## src/rtl/adcfh_pkg.sv

```systemverilog
package adcfh_pkg;

  typedef enum logic [2:0] {
    ST_INIT,
    ST_IDLE,
    ST_SETUP,
    ST_LOW,
    ST_HIGH,
    ST_TAIL,
    ST_GAP
  } seq_state_e;

  typedef enum logic [1:0] {
    FR_PUP,
    FR_CONV,
    FR_CAL
  } frame_kind_e;

  function automatic int imax(input int a, input int b);
    return (a > b) ? a : b;
  endfunction

endpackage

```

## src/rtl/adcfh_interval.sv

```systemverilog
module adcfh_interval #(
  parameter int W = 8
) (
  input  logic         clk,
  input  logic         rst_n,
  input  logic         load,
  input  logic [W-1:0] load_val,
  output logic         done
);
  logic [W-1:0] cnt;

  always_ff @(posedge clk or negedge rst_n) begin
    if (!rst_n)          cnt <= '0;
    else if (load)       cnt <= load_val;
    else if (cnt != '0)  cnt <= cnt - W'(1);
  end

  assign done = (cnt == '0);

endmodule

```

## src/rtl/adcfh_shift.sv

```systemverilog
module adcfh_shift #(
  parameter int OW = 12,
  parameter int DW = 14
) (
  input  logic          clk,
  input  logic          rst_n,
  input  logic          clear,
  input  logic          cap,
  input  logic          bit_in,
  output logic [OW-1:0] word
);
  localparam int CW = $clog2(DW + 1);
  localparam logic [CW-1:0] DWV = CW'(DW);

  logic [CW-1:0] taken;

  always_ff @(posedge clk or negedge rst_n) begin
    if (!rst_n) begin
      word  <= '0;
      taken <= '0;
    end else if (clear) begin
      word  <= '0;
      taken <= '0;
    end else if (cap && taken < DWV) begin
      word  <= {word[OW-2:0], bit_in};
      taken <= taken + CW'(1);
    end
  end


  cap_limit_chk: assert property (@(posedge clk) disable iff (!rst_n)
    taken <= DWV);

endmodule

```

## src/rtl/adcfh_slot.sv

```systemverilog
module adcfh_slot #(
  parameter int W = 12
) (
  input  logic         clk,
  input  logic         rst_n,
  input  logic         push,
  input  logic [W-1:0] push_data,
  output logic         valid,
  input  logic         ready,
  output logic [W-1:0] data
);
  always_ff @(posedge clk or negedge rst_n) begin
    if (!rst_n) begin
      valid <= 1'b0;
      data  <= '0;
    end else if (push) begin
      valid <= 1'b1;
      data  <= push_data;
    end else if (ready) begin
      valid <= 1'b0;
    end
  end


  hold_stable_chk: assert property (@(posedge clk) disable iff (!rst_n)
    (valid && !ready) |=> (valid && $stable(data)));


  no_overwrite_chk: assert property (@(posedge clk) disable iff (!rst_n)
    push |-> !valid);

endmodule

```

## src/rtl/adc_frame_host.sv

```systemverilog
module adc_frame_host
  import adcfh_pkg::*;
#(
  parameter int RES       = 12,
  parameter int PAD       = 2,
  parameter int CONV_CLKS = 14,
  parameter int CAL_CLKS  = 32,
  parameter int PUP_CLKS  = 16,
  parameter int SETUP_CYC = 3,
  parameter int TAIL_CYC  = 2,
  parameter int ACQ_CYC   = 40,
  parameter int CSH_CYC   = 12,
  parameter int DIVW      = 8
) (
  input  logic                  clk,
  input  logic                  rst_n,
  input  logic [DIVW-1:0]       div_half,
  input  logic                  start,
  input  logic                  cal_req,
  output logic                  busy,
  output logic                  cs_n,
  output logic                  sclk,
  input  logic                  sdo,
  output logic                  smp_valid,
  input  logic                  smp_ready,
  output logic signed [RES-1:0] smp_data
);
  localparam int FRAME_BITS = RES + PAD;
  localparam int GAP_CYC    = imax(ACQ_CYC, CSH_CYC);
  localparam int TMAX       = imax(imax(SETUP_CYC, TAIL_CYC), imax(GAP_CYC, 2 ** DIVW));
  localparam int CNTW       = $clog2(TMAX + 1);
  localparam int ECW        = $clog2(imax(imax(CAL_CLKS, PUP_CLKS), CONV_CLKS) + 1);
  localparam logic [ECW-1:0] BITS_E = ECW'(FRAME_BITS);
  localparam logic [ECW-1:0] CONV_E = ECW'(CONV_CLKS);
  localparam logic [ECW-1:0] CAL_E  = ECW'(CAL_CLKS);
  localparam logic [ECW-1:0] PUP_E  = ECW'(PUP_CLKS);

  seq_state_e    st, st_d;
  frame_kind_e   kind, kind_d;
  logic [DIVW-1:0] half_q, half_d, eff_half;
  logic [ECW-1:0]  edges, edges_d, nclk;
  logic            cs_q, cs_d, sclk_q, sclk_d;
  logic            ld, tdone, push, sh_clr, cap;
  logic [CNTW-1:0] ld_val;
  logic [RES-1:0]  sh_word, slot_data;

  assign eff_half = (div_half == '0) ? DIVW'(1) : div_half;

  always_comb begin
    case (kind)
      FR_PUP:  nclk = PUP_E;
      FR_CAL:  nclk = CAL_E;
      default: nclk = CONV_E;
    endcase
  end

  always_comb begin
    st_d    = st;
    kind_d  = kind;
    half_d  = half_q;
    edges_d = edges;
    cs_d    = cs_q;
    sclk_d  = sclk_q;
    ld      = 1'b0;
    ld_val  = '0;
    push    = 1'b0;
    sh_clr  = 1'b0;
    cap     = 1'b0;
    case (st)
      ST_INIT, ST_IDLE: begin
        if (st == ST_INIT || (start && !smp_valid)) begin
          st_d    = ST_SETUP;
          kind_d  = (st == ST_INIT) ? FR_PUP : (cal_req ? FR_CAL : FR_CONV);
          half_d  = eff_half;
          edges_d = '0;
          cs_d    = 1'b0;
          sh_clr  = 1'b1;
          ld      = 1'b1;
          ld_val  = CNTW'(SETUP_CYC - 1);
        end
      end
      ST_SETUP: begin
        if (tdone) begin
          st_d   = ST_LOW;
          ld     = 1'b1;
          ld_val = CNTW'(half_q) - CNTW'(1);
        end
      end
      ST_LOW: begin
        if (tdone) begin
          st_d   = ST_HIGH;
          sclk_d = 1'b1;
          cap    = 1'b1;
          ld     = 1'b1;
          ld_val = CNTW'(half_q) - CNTW'(1);
        end
      end
      ST_HIGH: begin
        if (tdone) begin
          sclk_d  = 1'b0;
          edges_d = edges + ECW'(1);
          push    = (edges_d == BITS_E) && (kind != FR_PUP);
          ld      = 1'b1;
          if (edges_d == nclk) begin
            st_d   = ST_TAIL;
            ld_val = CNTW'(TAIL_CYC - 1);
          end else begin
            st_d   = ST_LOW;
            ld_val = CNTW'(half_q) - CNTW'(1);
          end
        end
      end
      ST_TAIL: begin
        if (tdone) begin
          st_d   = ST_GAP;
          cs_d   = 1'b1;
          ld     = 1'b1;
          ld_val = CNTW'(GAP_CYC - 1);
        end
      end
      ST_GAP: begin
        if (tdone) st_d = ST_IDLE;
      end
      default: st_d = ST_IDLE;
    endcase
  end

  always_ff @(posedge clk or negedge rst_n) begin
    if (!rst_n) begin
      st     <= ST_INIT;
      kind   <= FR_PUP;
      half_q <= DIVW'(1);
      edges  <= '0;
      cs_q   <= 1'b1;
      sclk_q <= 1'b0;
    end else begin
      st     <= st_d;
      kind   <= kind_d;
      half_q <= half_d;
      edges  <= edges_d;
      cs_q   <= cs_d;
      sclk_q <= sclk_d;
    end
  end

  adcfh_interval #(.W(CNTW)) u_timer (
    .clk      (clk),
    .rst_n    (rst_n),
    .load     (ld),
    .load_val (ld_val),
    .done     (tdone)
  );

  adcfh_shift #(.OW(RES), .DW(FRAME_BITS)) u_shift (
    .clk    (clk),
    .rst_n  (rst_n),
    .clear  (sh_clr),
    .cap    (cap),
    .bit_in (sdo),
    .word   (sh_word)
  );

  adcfh_slot #(.W(RES)) u_slot (
    .clk       (clk),
    .rst_n     (rst_n),
    .push      (push),
    .push_data (sh_word),
    .valid     (smp_valid),
    .ready     (smp_ready),
    .data      (slot_data)
  );

  assign smp_data = slot_data;
  assign busy     = (st != ST_IDLE);
  assign cs_n     = cs_q;
  assign sclk     = sclk_q;


  sclk_idle_chk: assert property (@(posedge clk) disable iff (!rst_n)
    cs_q |-> !sclk_q);


  setup_hold_low_chk: assert property (@(posedge clk) disable iff (!rst_n)
    $fell(cs_q) |=> !sclk_q);


  cs_rise_quiet_chk: assert property (@(posedge clk) disable iff (!rst_n)
    $rose(cs_q) |-> $past(!sclk_q));


  idle_cs_high_chk: assert property (@(posedge clk) disable iff (!rst_n)
    !busy |-> cs_q);


  edge_bound_chk: assert property (@(posedge clk) disable iff (!rst_n)
    edges <= nclk);

endmodule

```

## config.mk

```make
export PLATFORM = sky130hd
export DESIGN_NAME = adc_frame_host
export DESIGN_NICKNAME = d
export VERILOG_FILES = /design/src/rtl/adcfh_pkg.sv /design/src/rtl/adcfh_interval.sv /design/src/rtl/adcfh_shift.sv /design/src/rtl/adcfh_slot.sv /design/src/rtl/adc_frame_host.sv
export SDC_FILE = /design/constraint.sdc
export NUM_CORES = 1
export LEC_CHECK = 0
export BUFFER_PORTS_ARGS = -buffer_cell sky130_fd_sc_hd__buf_2
export CORE_MARGIN = 2
export CORE_UTILIZATION = 63
export DETAILED_ROUTE_END_ITERATION = 16
export MAX_ROUTING_LAYER = met4
export PLACE_DENSITY = 0.92
export RECOVER_POWER = 50
export SYNTH_ARGS = -nofsm -noshare
export SYNTH_HDL_FRONTEND = slang
export SYNTH_SLANG_ARGS = --single-unit
```

## constraint.sdc

```tcl
create_clock -name clk -period 3.6 [get_ports clk]
set_clock_uncertainty 0.1 [all_clocks]
set_input_delay 0 -clock clk [delete_from_list [all_inputs] [get_ports clk]]
set_output_delay 0 -clock clk [all_outputs]
set_load 0.02 [all_outputs]
```

==> metrics.md <==
| Metric | Value |
|---|---|
| Status | complete, but fails checks |
| Violated checks | max-capacitance violations, max-slew violations |
| Finished Layout Cells | 449 |
| Post-route ant nets | 0 |
| Post-CTS Hold Fix Bufs | 12 |
| Largest net degree at the start of global routing | 31 |
| First-pass GRT wire length | 12570 um |
| CTS Root Cell | clkbuf_8 |
| Leading area contributor after synthesis | dfrtp_1 |
| Filler Cells Inserted | 316 |
| Post-Place Setup Slack | 0.9547 ns |
| Switching power | 1.003 mW |
| Fin. max-slew vios | 31 |
| DRT iter0 DRCs | 318 |
| Final net count | 400 |
| Setup ws final | 0.9082 ns |
| Inst Count DP | 421 |
| # diodes | 0 |
| Routed len/inst | 16.98 um |
| DRC Markers | 0 |
| Worst path max stage delay | 0.48 ns |
| Gr usage total | 0.3119 |
| Bufs on Longest Clock Path | 2 |
| Post-layout instance area | 0.003659 mm^2 |
| Slowest CP cell | dfrtp_1 |
| Reg area | 0.001479 mm^2 |
| Width of the die | 74.42 um |
| Fraction of layout cells with a size suffix above 1 | 0.1335 |
| Clock sink count | 59 |
| DP HPWL | 4815 um |
| P_int | 1.570 mW |
| Post-Synthesis Cells | 331 |
| Unique masters post-synth | 55 |
| Clock-pin slew of the registers on the worst-case setup and hold paths | 0.07 ns |
| Final Hold Fails | 0 |
| Seq pwr share | 0.382 |
| Main flop type after synthesis | dfrtp_1 |
| Placed Area | 0.003334 mm^2 |
| Area Growth Syn to Fin | 17.10% |
| Tcrit/Tclk final | 0.7477 |
| Core area | 0.004755 mm^2 |
| Min-Delay Path Class | input port to flip-flop |
| Synth Warn # | 0 |
| Vias per std cell | 6.218 |
| Gpl congestion | 0.9210 |
| CTS H-tree depth | 3 |
| Initial core utilization | 0.6571 |
| WL final | 7625 um |
| Fin Setup TNS | 0 ns |
| WP data arrival | 2.82 ns |
| RSZ-0062 raised after global routing | false |
| Syn nets | 354 |
| Gate power share | 0.350 |
| Slew @ Worst Pin | 1.678 ns |
| Vias in the first global route | 2674 |
| Async SR Flop Fraction | 1.000 |
| Area contributors post-synth | dfrtp_1 (46%), nand2_1 (8.3%), a21oi_1 (3.7%) |
| Top Ports | 30 |
| Slew headroom | -0.1187 |
| Num CTS Buffers | 9 |
| Tmin final | 2.692 ns |
| Post-CTS Setup Bufs | 0 |
| Antenna violations before repair | 0 |
| Total Power | 2.574 mW |
| R2R Setup Slk | 0.91 ns |
| Rows | 25 |
| Cell Area, Synth | 0.003124 mm^2 |
| Post-synth EDFFs | 0 |
| CTS tree | yes |
| Multi-input gate area | 0.001540 mm^2 |
| Critical path, cell by cell | ha_1, nand3_1, xor2_1, nand2_1, nor4_4, buf_4, mux2_2 |
| P_leak | 1.626 nW |
| Sw Share | 0.3898 |
| Pre-antenna DRT Iters | 7 |
| MaxCap Viol Count | 1 |
| I/O Buffers | 29 |
| Sequential area share after synthesis | 0.4734 |
| Synth Area per Inst | 9.439 um^2 |
| DIE AREA | 0.005538 mm^2 |
| Most common cell after layout, fill and taps aside | nand2_1 |
| Most frequent cells in the layout | nand2_1 (69), dfrtp_1 (57), a21oi_1 (23) |
| Vias | 2792 |
| CP delay by family, top | simple AND/OR/NAND/NOR gates |
| PwrDens | 703.4 mW/mm^2 |
| Clk_lat worst skew | 0.34 ns |
| Req. time, crit path | 3.73 ns |
| #FFs+latches synth | 59 |
| Final setup violation count | 0 |
| Critical path class | flip-flop to flip-flop |
| PostCTS Resize Cnt | 0 |
| Die Ht | 74.42 um |
| Grt total ovfl | 0 |
| Crit path capture type | flip-flop |
| CP Buf/Inv Count | 1 |
| Crit start category | flip-flop |
| Max VDD drop | 0.0004718 V |
| Synth top area share | 0.4565 |
| Critical Path Fanout Max | 13 |
| Clk pwr share | 0.269 |
| F_max | 0.3715 GHz |
-- final cells by class --
cell class / instances / area share
Timing Repair Buffer: 46 / 0.07661
Clock inverter: 5 / 0.02326
Sequential cell: 59 / 0.4042
Tap cell: 67 / 0.02291
Clock buffer: 11 / 0.03865
Inverter: 13 / 0.01334
Multi-Input combinational cell: 248 / 0.4210
-- power groups by stage --
stage,Sequential [mW],Combinational (mW),Clock (mW)
final,0.983,0.900,0.691
after floorplan,0.940,0.662,0
after detailed placement,0.985,0.845,0
after global routing,1.00,1.01,0.721
after global placement,0.971,0.820,0
after CTS,0.973,0.881,0.695
-- cell usage after synthesis, types with 2 or more instances --
cell type  instances
ha_1               9
nand4_1            2
dfrtp_1           57
mux2_2             3
nand3_1           10
o21a_1             2
or4_1              3
nand3b_1           3
a21oi_1           23
nand3_2            2
mux2_1             9
o31ai_1            4
nor2_1            15
o21ai_0           19
nor3_1            11
nand4b_1           3
dfstp_2            2
nor2b_1            2
o22ai_1            7
nor4_1             2
xor2_1             6
clkbuf_1           6
a21o_1             4
nand2_1           69
buf_2              3
or3_1              6
xnor2_1            7
a41oi_1            2
inv_1             13
nand2b_1           2
-- worst min-delay path: stages --
cell           delay [ns]
dlygate4sd3_1        0.52
buf_2                0.12
o31ai_1              0.07
-- per-stage QoR --
step,hold WS [ns],util
2_1_floorplan,-0.3956,-
3_3_place_gp,-0.03234,0.7013
3_5_place_dp,-0.02383,0.7013
4_1_cts,0.1477,0.7742
5_1_grt,0.3276,0.7695
6_report,0.3068,0.7695
-- logic make-up after synthesis --
kind of cell	synth area share
AND/OR/NAND/NOR	0.2335
AO/OA/AOI/OAI	0.1438
flip-flops	0.4734
buffers and inverters	0.03364
XOR/XNOR	0.03644
multiplexers	0.04325
adder cells (fa/ha/maj)	0.03604
-- state kept, by name, indices dropped and copies added (netlist names) --
name	flops
u_shift.word	12
half_q	8
u_timer.cnt	9
u_slot.data	12
sclk	1
st	3
u_shift.taken	4
edges	6
cs_n	1
kind	2
u_slot.valid	1
-- per-layer routing --
layer,up-vias,share of wire,track usage
met4,0,0.021,0.09325
met2,145,0.49,0.4907
met3,20,0.071,0.08130
met1,1363,0.41,0.3995
met5,-,0,-
li1,1264,-,-
-- worst paths after layout --
kind / startpoint / to / cells after the start
min in group asynchronous: rst_n / st[1] / 2
min reg2reg: sclk / sclk / 1
max: edges[0] / u_slot.data[1] / 7
max in group asynchronous: rst_n / u_shift.taken[0] / 3
min: cal_req / kind[0] / 3
max reg2reg: edges[0] / u_slot.data[1] / 7
Power figures use the tool's default switching activity.
